--- src/rtl/pgbuf_pkg.sv ---
package pgbuf_pkg;
   typedef enum logic {
      LANE_LO = 1'b0,
      LANE_HI = 1'b1
   } lane_e;
endpackage

--- src/rtl/pgbuf_dr_shift.sv ---
module pgbuf_dr_shift #(
   parameter int DATA_W          = 8,
   parameter bit SHIFT_LSB_FIRST = 1'b1
) (
   input  logic              tck,
   input  logic              rst_n,
   input  logic              shift_en,
   input  logic              tdi,
   input  logic              take,
   output logic              tdo,
   output logic [DATA_W-1:0] held
);
   logic [DATA_W-1:0] sr_q;

   generate
      if (DATA_W < 2) begin : g_bad_width
         $error("pgbuf_dr_shift: DATA_W must be at least 2");
      end
      if (SHIFT_LSB_FIRST) begin : g_lsb_first
         always_ff @(posedge tck or negedge rst_n) begin
            if (!rst_n)        sr_q <= '0;
            else if (shift_en) sr_q <= {tdi, sr_q[DATA_W-1:1]};
         end
         assign tdo = sr_q[0];
      end else begin : g_msb_first
         always_ff @(posedge tck or negedge rst_n) begin
            if (!rst_n)        sr_q <= '0;
            else if (shift_en) sr_q <= {sr_q[DATA_W-2:0], tdi};
         end
         assign tdo = sr_q[DATA_W-1];
      end
   endgenerate

   always_ff @(posedge tck or negedge rst_n) begin
      if (!rst_n)    held <= '0;
      else if (take) held <= sr_q;
   end
endmodule

--- src/rtl/pgbuf_wr_timer.sv ---
module pgbuf_wr_timer #(
   parameter int LATENCY = 11
) (
   input  logic tck,
   input  logic rst_n,
   input  logic start,
   input  logic abort,
   output logic busy,
   output logic fire
);
   localparam int CNT_W = (LATENCY > 1) ? $clog2(LATENCY) : 1;
   localparam logic [CNT_W-1:0] CNT_LOAD = CNT_W'(LATENCY - 1);

   logic [CNT_W-1:0] cnt_q;

   generate
      if (LATENCY < 1) begin : g_bad_latency
         $error("pgbuf_wr_timer: LATENCY must be at least 1");
      end
   endgenerate

   always_ff @(posedge tck or negedge rst_n) begin
      if (!rst_n) begin
         busy  <= 1'b0;
         cnt_q <= '0;
      end else if (abort) begin
         busy  <= 1'b0;
         cnt_q <= '0;
      end else if (start) begin
         busy  <= 1'b1;
         cnt_q <= CNT_LOAD;
      end else if (busy) begin
         if (cnt_q == '0) busy  <= 1'b0;
         else             cnt_q <= cnt_q - 1'b1;
      end
   end

   assign fire = busy && (cnt_q == '0);
endmodule

--- src/rtl/pgbuf_addr_ctrl.sv ---
module pgbuf_addr_ctrl
   import pgbuf_pkg::*;
#(
   parameter int ADDR_W = 16,
   parameter int DATA_W = 8
) (
   input  logic              tck,
   input  logic              rst_n,
   input  logic              entry,
   input  logic [ADDR_W-1:0] start_addr,
   input  logic              fire,
   input  logic [DATA_W-1:0] wdata,
   output logic              pb_we,
   output logic [ADDR_W-1:0] pb_addr,
   output logic              pb_lane,
   output logic [DATA_W-1:0] pb_data
);
   logic [ADDR_W-1:0] pc_q, pc_use;
   lane_e             lane_q;
   logic              first_q;

   generate
      if (ADDR_W < 1) begin : g_bad_addr
         $error("pgbuf_addr_ctrl: ADDR_W must be at least 1");
      end
   endgenerate

   always_comb begin
      pc_use = pc_q;
      if (lane_q == LANE_LO && !first_q) pc_use = pc_q + 1'b1;
   end

   always_ff @(posedge tck or negedge rst_n) begin
      if (!rst_n) begin
         pc_q    <= '0;
         lane_q  <= LANE_LO;
         first_q <= 1'b1;
         pb_we   <= 1'b0;
         pb_addr <= '0;
         pb_lane <= 1'b0;
         pb_data <= '0;
      end else begin
         pb_we <= 1'b0;
         if (entry) begin
            pc_q    <= start_addr;
            lane_q  <= LANE_LO;
            first_q <= 1'b1;
         end else if (fire) begin
            pc_q    <= pc_use;
            pb_addr <= pc_use;
            pb_lane <= lane_q;
            pb_data <= wdata;
            pb_we   <= 1'b1;
            lane_q  <= (lane_q == LANE_LO) ? LANE_HI : LANE_LO;
            first_q <= 1'b0;
         end
      end
   end
endmodule

--- src/rtl/pgbuf_load_seq.sv ---
module pgbuf_load_seq #(
   parameter int ADDR_W          = 16,
   parameter int DATA_W          = 8,
   parameter int LATENCY         = 11,
   parameter bit SHIFT_LSB_FIRST = 1'b1
) (
   input  logic              tck,
   input  logic              rst_n,
   input  logic              shift_dr,
   input  logic              update_dr,
   input  logic              tdi,
   input  logic              instr_entry,
   input  logic [ADDR_W-1:0] start_addr,
   output logic              tdo,
   output logic              busy,
   output logic              pb_we,
   output logic [ADDR_W-1:0] pb_addr,
   output logic              pb_lane,
   output logic [DATA_W-1:0] pb_data
);
   logic              accept;
   logic              fire;
   logic [DATA_W-1:0] held;

   assign accept = update_dr && !busy && !instr_entry;

   pgbuf_dr_shift #(.DATA_W(DATA_W), .SHIFT_LSB_FIRST(SHIFT_LSB_FIRST)) u_shift (
      .tck(tck), .rst_n(rst_n), .shift_en(shift_dr), .tdi(tdi),
      .take(accept), .tdo(tdo), .held(held)
   );

   pgbuf_wr_timer #(.LATENCY(LATENCY)) u_timer (
      .tck(tck), .rst_n(rst_n), .start(accept), .abort(instr_entry),
      .busy(busy), .fire(fire)
   );

   pgbuf_addr_ctrl #(.ADDR_W(ADDR_W), .DATA_W(DATA_W)) u_addr (
      .tck(tck), .rst_n(rst_n), .entry(instr_entry), .start_addr(start_addr),
      .fire(fire), .wdata(held), .pb_we(pb_we), .pb_addr(pb_addr),
      .pb_lane(pb_lane), .pb_data(pb_data)
   );
endmodule

--- config.mk ---
export PLATFORM = sky130hd
export DESIGN_NAME = pgbuf_load_seq
export DESIGN_NICKNAME = d
export VERILOG_FILES = /design/src/rtl/pgbuf_pkg.sv /design/src/rtl/pgbuf_dr_shift.sv /design/src/rtl/pgbuf_wr_timer.sv /design/src/rtl/pgbuf_addr_ctrl.sv /design/src/rtl/pgbuf_load_seq.sv
export SDC_FILE = /design/constraint.sdc
export NUM_CORES = 1
export LEC_CHECK = 0
export BUFFER_PORTS_ARGS = -buffer_cell sky130_fd_sc_hd__buf_4
export CAP_MARGIN = 15
export CORE_AREA = 4 4 91 93
export DETAILED_ROUTE_END_ITERATION = 8
export DIE_AREA = 0 0 95 97
export PLACE_DENSITY = 0.64
export SETUP_SLACK_MARGIN = 0.3
export SLEW_MARGIN = 20
export SYNTH_ARGS = -nofsm -noshare
export SYNTH_HDL_FRONTEND = slang
export SYNTH_SLANG_ARGS = --single-unit
export TNS_END_PERCENT = 1
--- constraint.sdc ---
create_clock -name tck -period 5 [get_ports tck]
set_input_delay 0 -clock tck [delete_from_list [all_inputs] [get_ports tck]]
set_output_delay 0 -clock tck [all_outputs]
set_load 0.01 [all_outputs]
==> flow_summary.json, run 1 <==
{
  "status": "finished, final reports clean",
  "place.gp.congestion": 0.7090,
  "netlist_area_mm2": 0.003254,
  "fin_area_mm2": 0.004091,
  "worst_ep_arrival_time_ns": 2.76,
  "hpwl_mm": 4.293,
  "cts-resized-gates": 0,
  "grt_pass1_wl_mm": 11.10,
  "grtUsageTotal_pct": 15.24,
  "path_class": "reg -> reg",
  "cts_sinks": 65,
  "synth_edf_count": 0,
  "post-route-min-period_ns": 2.544,
  "antenna_found_initial": 0,
  "dieArea_mm2": 0.009215,
  "setup_viol": 0,
  "area_growth_pct": 25.72,
  "cts_tree": "yes",
  "cts_setup_buffers": 0,
  "fmax_mhz": 393.1,
  "dp.cells": 423,
  "hold_buffers": 21,
  "cts_root_buffer": "clkbuf_8",
  "start_kind": "flop",
  "synth_common_cells": "dfrtp_1, mux2_2, nand2_1",
  "timing.final.crit_share_pct": 50.87,
  "slew_headroom_pct": 35.06,
  "die_h_um": 97,
  "ant_nets": 0,
  "hold_viol_final": 0,
  "ys_seq_area_share_pct": 50.02,
  "grt_setup_unrepaired": "false",
  "core_mm2": 0.007527,
  "hold_path.class": "in -> reg",
  "drc_errors": 0,
  "p_leak_nw": 1.688,
  "irDropWorstVdd_mv": 0.2188,
  "clk_latency_ns": 0.33,
  "clkSlewWorstSetupHoldPaths_ns": 0.07,
  "syn_nets": 314,
  "synthArstFlopShare_pct": 100.0,
  "synth.most_common_cell": "dfrtp_1",
  "endpoint_kind": "flop",
  "finalSetupTns_ns": 0,
  "power.density_mw_per_mm2": 438.5,
  "fin_cells": 460,
  "p_total_mw": 1.794,
  "cts_max_level": 3,
  "port_buffers": 49,
  "grt_max_degree": 66,
  "yosys-top-cells-area": "dfrtp_1, mux2_2, xnor2_1",
  "dr.pass1.iters": 4,
  "synth.avg_cell_area_um2": 11.26,
  "fin_nets": 378,
  "synth_cells": 289,
  "wl_per_cell_um": 14.15,
  "yosys.cell_types.count": 43,
  "synth_flop_cell": "dfrtp_1",
  "required_ns": 5.22,
  "grt-ovfl-total": 0,
  "row_count": 32,
  "yosys_register_bits": 65,
  "drive_above_1_share_pct": 29.61,
  "fillers": 695,
  "grt_pass1_vias": 2319,
  "drt-total-wl_mm": 6.507,
  "dr_total_vias": 2271,
  "vias_per_cell": 4.937,
  "die_x_um": 95,
  "tightest_slew_ns": 0.9719,
  "slew_viol_final": 0,
  "maxCapViolCount": 0,
  "skew_ns": 0.007464,
  "cts_buffer_depth": 2,
  "io_pins": 50,
  "initial_utilization_pct": 43.23,
  "n_antenna_cell": 0,
  "ys.warnings.count": 0,
  "synth_top_area_share_pct": 49.21,
  "place_area_mm2": 0.003652,
  "synth_top_area_cell": "dfrtp_1",
  "cts_buffers": 9,
  "critPathMaxFanout": 43,
  "drt_iter0_drc": 69
}
==> flip-flops by register name, indices dropped and copies added, names as in the netlist <==
register	flops
u_timer.busy	1
u_timer.cnt_q	4
u_addr.pc_q	16
u_addr.pb_we	1
u_addr.pb_data	8
u_addr.pb_lane	1
u_shift.sr_q	8
u_addr.lane_q	1
u_addr.first_q	1
u_addr.pb_addr	16
u_shift.held	8
==> path summary, 6_finish.rpt <==
path / from / end / slack, ns / depth (start not counted)
worst max-delay path: u_timer.cnt_q[0]$_DFFE_PN0P_ / u_addr.pb_data[5]$_DFFE_PN0P_ / 2.46 / 5
worst min-delay path: instr_entry / u_addr.pc_q[9]$_DFFE_PN0P_ / 0.11 / 3
worst max register to register: u_timer.cnt_q[0]$_DFFE_PN0P_ / u_addr.pb_data[5]$_DFFE_PN0P_ / 2.46 / 5
worst min register to register: u_shift.held[3]$_DFFE_PN0P_ / u_shift.held[3]$_DFFE_PN0P_ / 0.50 / 1
max in group asynchronous: rst_n / u_addr.pc_q[9]$_DFFE_PN0P_ / 4.16 / 2
min in group asynchronous: rst_n / u_addr.pb_we$_DFF_PN0_ / 0.31 / 2
==> routing by layer <==
layer | track usage (%) | share of wire [%] | routed length [µm]
met5 | 0 | 0 | 0
met4 | 5.993 | 1.6 | 106
met3 | 3.188 | 3.6 | 236
met2 | 24.35 | 50 | 3226
met1 | 20.08 | 45 | 2938
==> worst max-delay path, cell delays in order, from the launching register on <==
cell	delay, ns
dfrtp_1	0.40
inv_1	0.11
ha_1	0.25
nand4bb_4	0.37
nor2_4	0.88
mux2_2	0.42
==> layout by cell type, fill, tap and decap left out, types with 2 or more instances in the layout <==
cell type,synthesis,final
a21oi_1,19,19
a22oi_1,3,3
buf_4,2,49
bufinv_16,0,2
clkbuf_8,0,11
clkinv_2,0,2
dfrtp_1,64,64
dlygate4sd3_1,0,21
ha_1,3,3
inv_1,4,4
mux2_2,25,25
mux2i_1,9,9
nand2_1,25,25
nand3_1,7,7
nand4_1,4,4
nand4bb_4,2,2
nor2_1,21,21
nor2b_1,6,6
nor3_1,9,9
nor4_1,8,8
nor4_4,5,5
o21ai_0,12,12
o21ai_1,4,4
xnor2_1,22,22
xor2_1,3,3
==> power by group <==
part	switching, mW	internal (mW)	leakage [nW]
sequential	0.112	0.687	0.767
clock	0.199	0.306	0.115
combinational	0.212	0.278	0.806
==> layout make-up <==
class | instances | area [µm²] | area share, %
clock buffers | 11 | 151.4 | 3.700
repair buffers | 70 | 578.1 | 14.13
inverters | 4 | 15.01 | 0.3670
flip-flops and latches | 65 | 1628 | 39.79
multi-input cells | 203 | 1514 | 37.00
clock inverters | 5 | 77.57 | 1.896
well taps | 102 | 127.6 | 3.119
==> metrics by stage <==
stage / setup slack [ns] / util (%) / hold WS (ns)
after floorplan: 3.226 / - / -0.2956
after global placement: 2.555 / 48.52 / 0.1499
after detailed placement: 2.416 / 48.52 / 0.1479
after CTS: 2.403 / 54.36 / 0.1037
after global routing: 2.278 / 54.36 / 0.1318
final: 2.456 / 54.36 / 0.1137
==> cells by family after synthesis <==
family	count (synthesis)	synth area share, %
xor gates and xnor gates	25	6.728
DFF	65	50.02
adders and majority gates	3	1.154
AOI/OAI and AO/OA	43	7.305
and+or+nand+nor	98	19.76
buffers and inverters	21	3.614
muxes	34	11.42
Note: power is estimated with default switching activity, not from simulation.
==> inputs of run 2 (changes only) <==
==> constraint.sdc (replaced) <==
create_clock -name tck -period 2.4 [get_ports tck]
set_input_delay 0 -clock tck [delete_from_list [all_inputs] [get_ports tck]]
set_output_delay 0 -clock tck [all_outputs]
set_load 0.01 [all_outputs]
==> run 2 against run 1 <==
Compared with the run above:
- power rose by 100%
- clock power is 83% higher
- global-route usage increased by 0.17 points
- register-to-register slack worse by 1.9 ns
- sequential share of layout area down 0.43 points
==> flow_summary.json, run 2 (synthesis results as in run 1) <==
{
  "grt_pass1_vias": 2351,
  "initial_utilization_pct": 43.23,
  "hold_ws_ns": 0.1099,
  "place.gp.congestion": 0.7334,
  "grt_setup_unrepaired": "false",
  "grt-ovfl-total": 0,
  "fin_nets": 385,
  "drt-total-wl_mm": 6.494,
  "fmax_mhz": 538.8,
  "cts_tree": "yes",
  "ant_nets": 0,
  "n_antenna_cell": 0,
  "rr_startpoint": "u_timer.cnt_q[0]$_DFFE_PN0P_",
  "grt_pass1_wl_mm": 11.23,
  "endpoint_kind": "flop",
  "die_x_um": 95,
  "maxCapViolCount": 0,
  "worstRegToRegCells": 7,
  "antenna_found_initial": 0,
  "clkSlewWorstSetupHoldPaths_ns": 0.07,
  "critPathMaxFanout": 17,
  "row_count": 32,
  "cts_root_buffer": "clkbuf_8",
  "cp-startpoint": "u_timer.cnt_q[0]$_DFFE_PN0P_",
  "hold_path.class": "in -> reg",
  "area_growth_pct": 27.11,
  "r2r_setup_slack_ns": 0.54,
  "worst_ep_arrival_time_ns": 2.08,
  "io_pins": 50,
  "dr_total_vias": 2298,
  "cts_max_level": 3,
  "drt_iter0_drc": 135,
  "die_h_um": 97,
  "dieArea_mm2": 0.009215,
  "path_class": "reg -> reg",
  "vias_per_cell": 4.921,
  "grt_max_degree": 66,
  "clk_latency_ns": 0.34,
  "drive_above_1_share_pct": 30.68,
  "drc_errors": 0,
  "final_cell_mix": "dfrtp_1, buf_4, nand2_1, mux2_2, xnor2_1",
  "port_buffers": 49,
  "required_ns": 2.62,
  "grtUsageTotal_pct": 15.42,
  "post-route-min-period_ns": 1.856,
  "setup_viol": 0,
  "start_kind": "flop",
  "hpwl_mm": 4.270,
  "cts_buffers": 9,
  "cts_sinks": 65,
  "crit_path_end": "u_addr.pb_data[1]$_DFFE_PN0P_",
  "dr.pass1.iters": 4,
  "core_mm2": 0.007527,
  "status": "finished, final reports clean",
  "slew_headroom_pct": 46.16,
  "place_area_mm2": 0.003682,
  "layout_setup_ws_ns": 0.5441,
  "skew_ns": 0.005174,
  "slew_viol_final": 0,
  "final_common_cell": "dfrtp_1",
  "timing.final.crit_share_pct": 77.33,
  "hold_viol_final": 0,
  "wl_per_cell_um": 13.91,
  "tightest_slew_ns": 0.8077,
  "finalSetupTns_ns": 0,
  "dp_slack_ns": 0.3573,
  "power.density_mw_per_mm2": 878.1,
  "top_regs": "u_addr.pb_addr x16, u_addr.pc_q x16",
  "p_leak_nw": 1.713,
  "cts_buffer_depth": 2,
  "irDropWorstVdd_mv": 0.5606,
  "fin_area_mm2": 0.004136,
  "timing.rr.end": "u_addr.pb_data[1]$_DFFE_PN0P_"
}
==> run 2: cell types whose count changed in the layout (fill, tap and decap cells not counted) <==
| cell | change |
|---|---|
| buf_12 | +2 |
| buf_4 | +5 |
| bufinv_16 | -1 |
| clkinvlp_4 | +1 |
| clkbuf_1 | +1 |
| clkbuf_8 | -1 |
==> run 2: layout make-up <==
class	count	area, µm²
clock inverters	5	55.05
well taps	102	127.6
inverters	4	15.01
multi-input cells	203	1514
clock buffers	11	141.4
fillers	721	3391
repair buffers	77	655.6
flip-flops and latches	65	1628
==> run 2: per-stage QoR <==
stage               std cells  util [%]  total power, mW
floorplan                 289         -            2.206
global placement          427     48.92            2.678
detailed placement        427     48.92            2.703
CTS                       464     54.32            3.681
global route              467     54.95            3.887
finish                    467     54.95            3.632
==> run 2: worst min path at each step <==
stage | start | depth (start not counted) | slack (ns) | end
3_5_place_dp | rst_n | 1 | 0.15 | u_addr.pb_we$_DFF_PN0_
2_1_floorplan | rst_n | 0 | -0.30 | u_addr.lane_q$_DFFE_PN0P_
3_3_place_gp | rst_n | 1 | 0.15 | u_addr.pb_we$_DFF_PN0_
6_report | instr_entry | 3 | 0.11 | u_addr.pc_q[10]$_DFFE_PN0P_
4_1_cts | instr_entry | 2 | 0.10 | u_addr.lane_q$_DFFE_PN0P_
5_1_grt | instr_entry | 3 | 0.13 | u_addr.pc_q[8]$_DFFE_PN0P_
==> run 2: timing repair <==
action / 4_1_cts / 5_1_grt
hold buffers: 21 / 0
setup buffers: 0 / 3
setup endpoints to repair: 0 / 14
hold endpoints to repair: 90 / 0
gates resized for setup: 0 / 0
==> run 2: critical path: stages (launching register included) <==
cell and delay, ns:
dfrtp_1 0.39, inv_1 0.10, ha_1 0.23, nand4bb_4 0.14, buf_12 0.18, nor2_4 0.08
buf_4 0.24, mux2_2 0.36
==> run 2: report_power, final <==
| group | switching [mW] | total (mW) | internal, mW | leakage [nW] |
|---|---|---|---|---|
| combinational | 0.449 | 1.05 | 0.599 | 0.851 |
| clock | 0.420 | 0.925 | 0.505 | 0.0953 |
| sequential | 0.229 | 1.66 | 1.43 | 0.767 |
==> run 2: per-layer routing <==
| metal | GRT usage (%) | vias up | part of all wire, % |
|---|---|---|---|
| li1 | - | 1159 | - |
| met1 | 19.11 | 1086 | 45 |
| met2 | 25.54 | 44 | 50 |
| met3 | 4.588 | 9 | 4.0 |
| met4 | 4.883 | 0 | 1.2 |
| met5 | 0 | - | 0 |
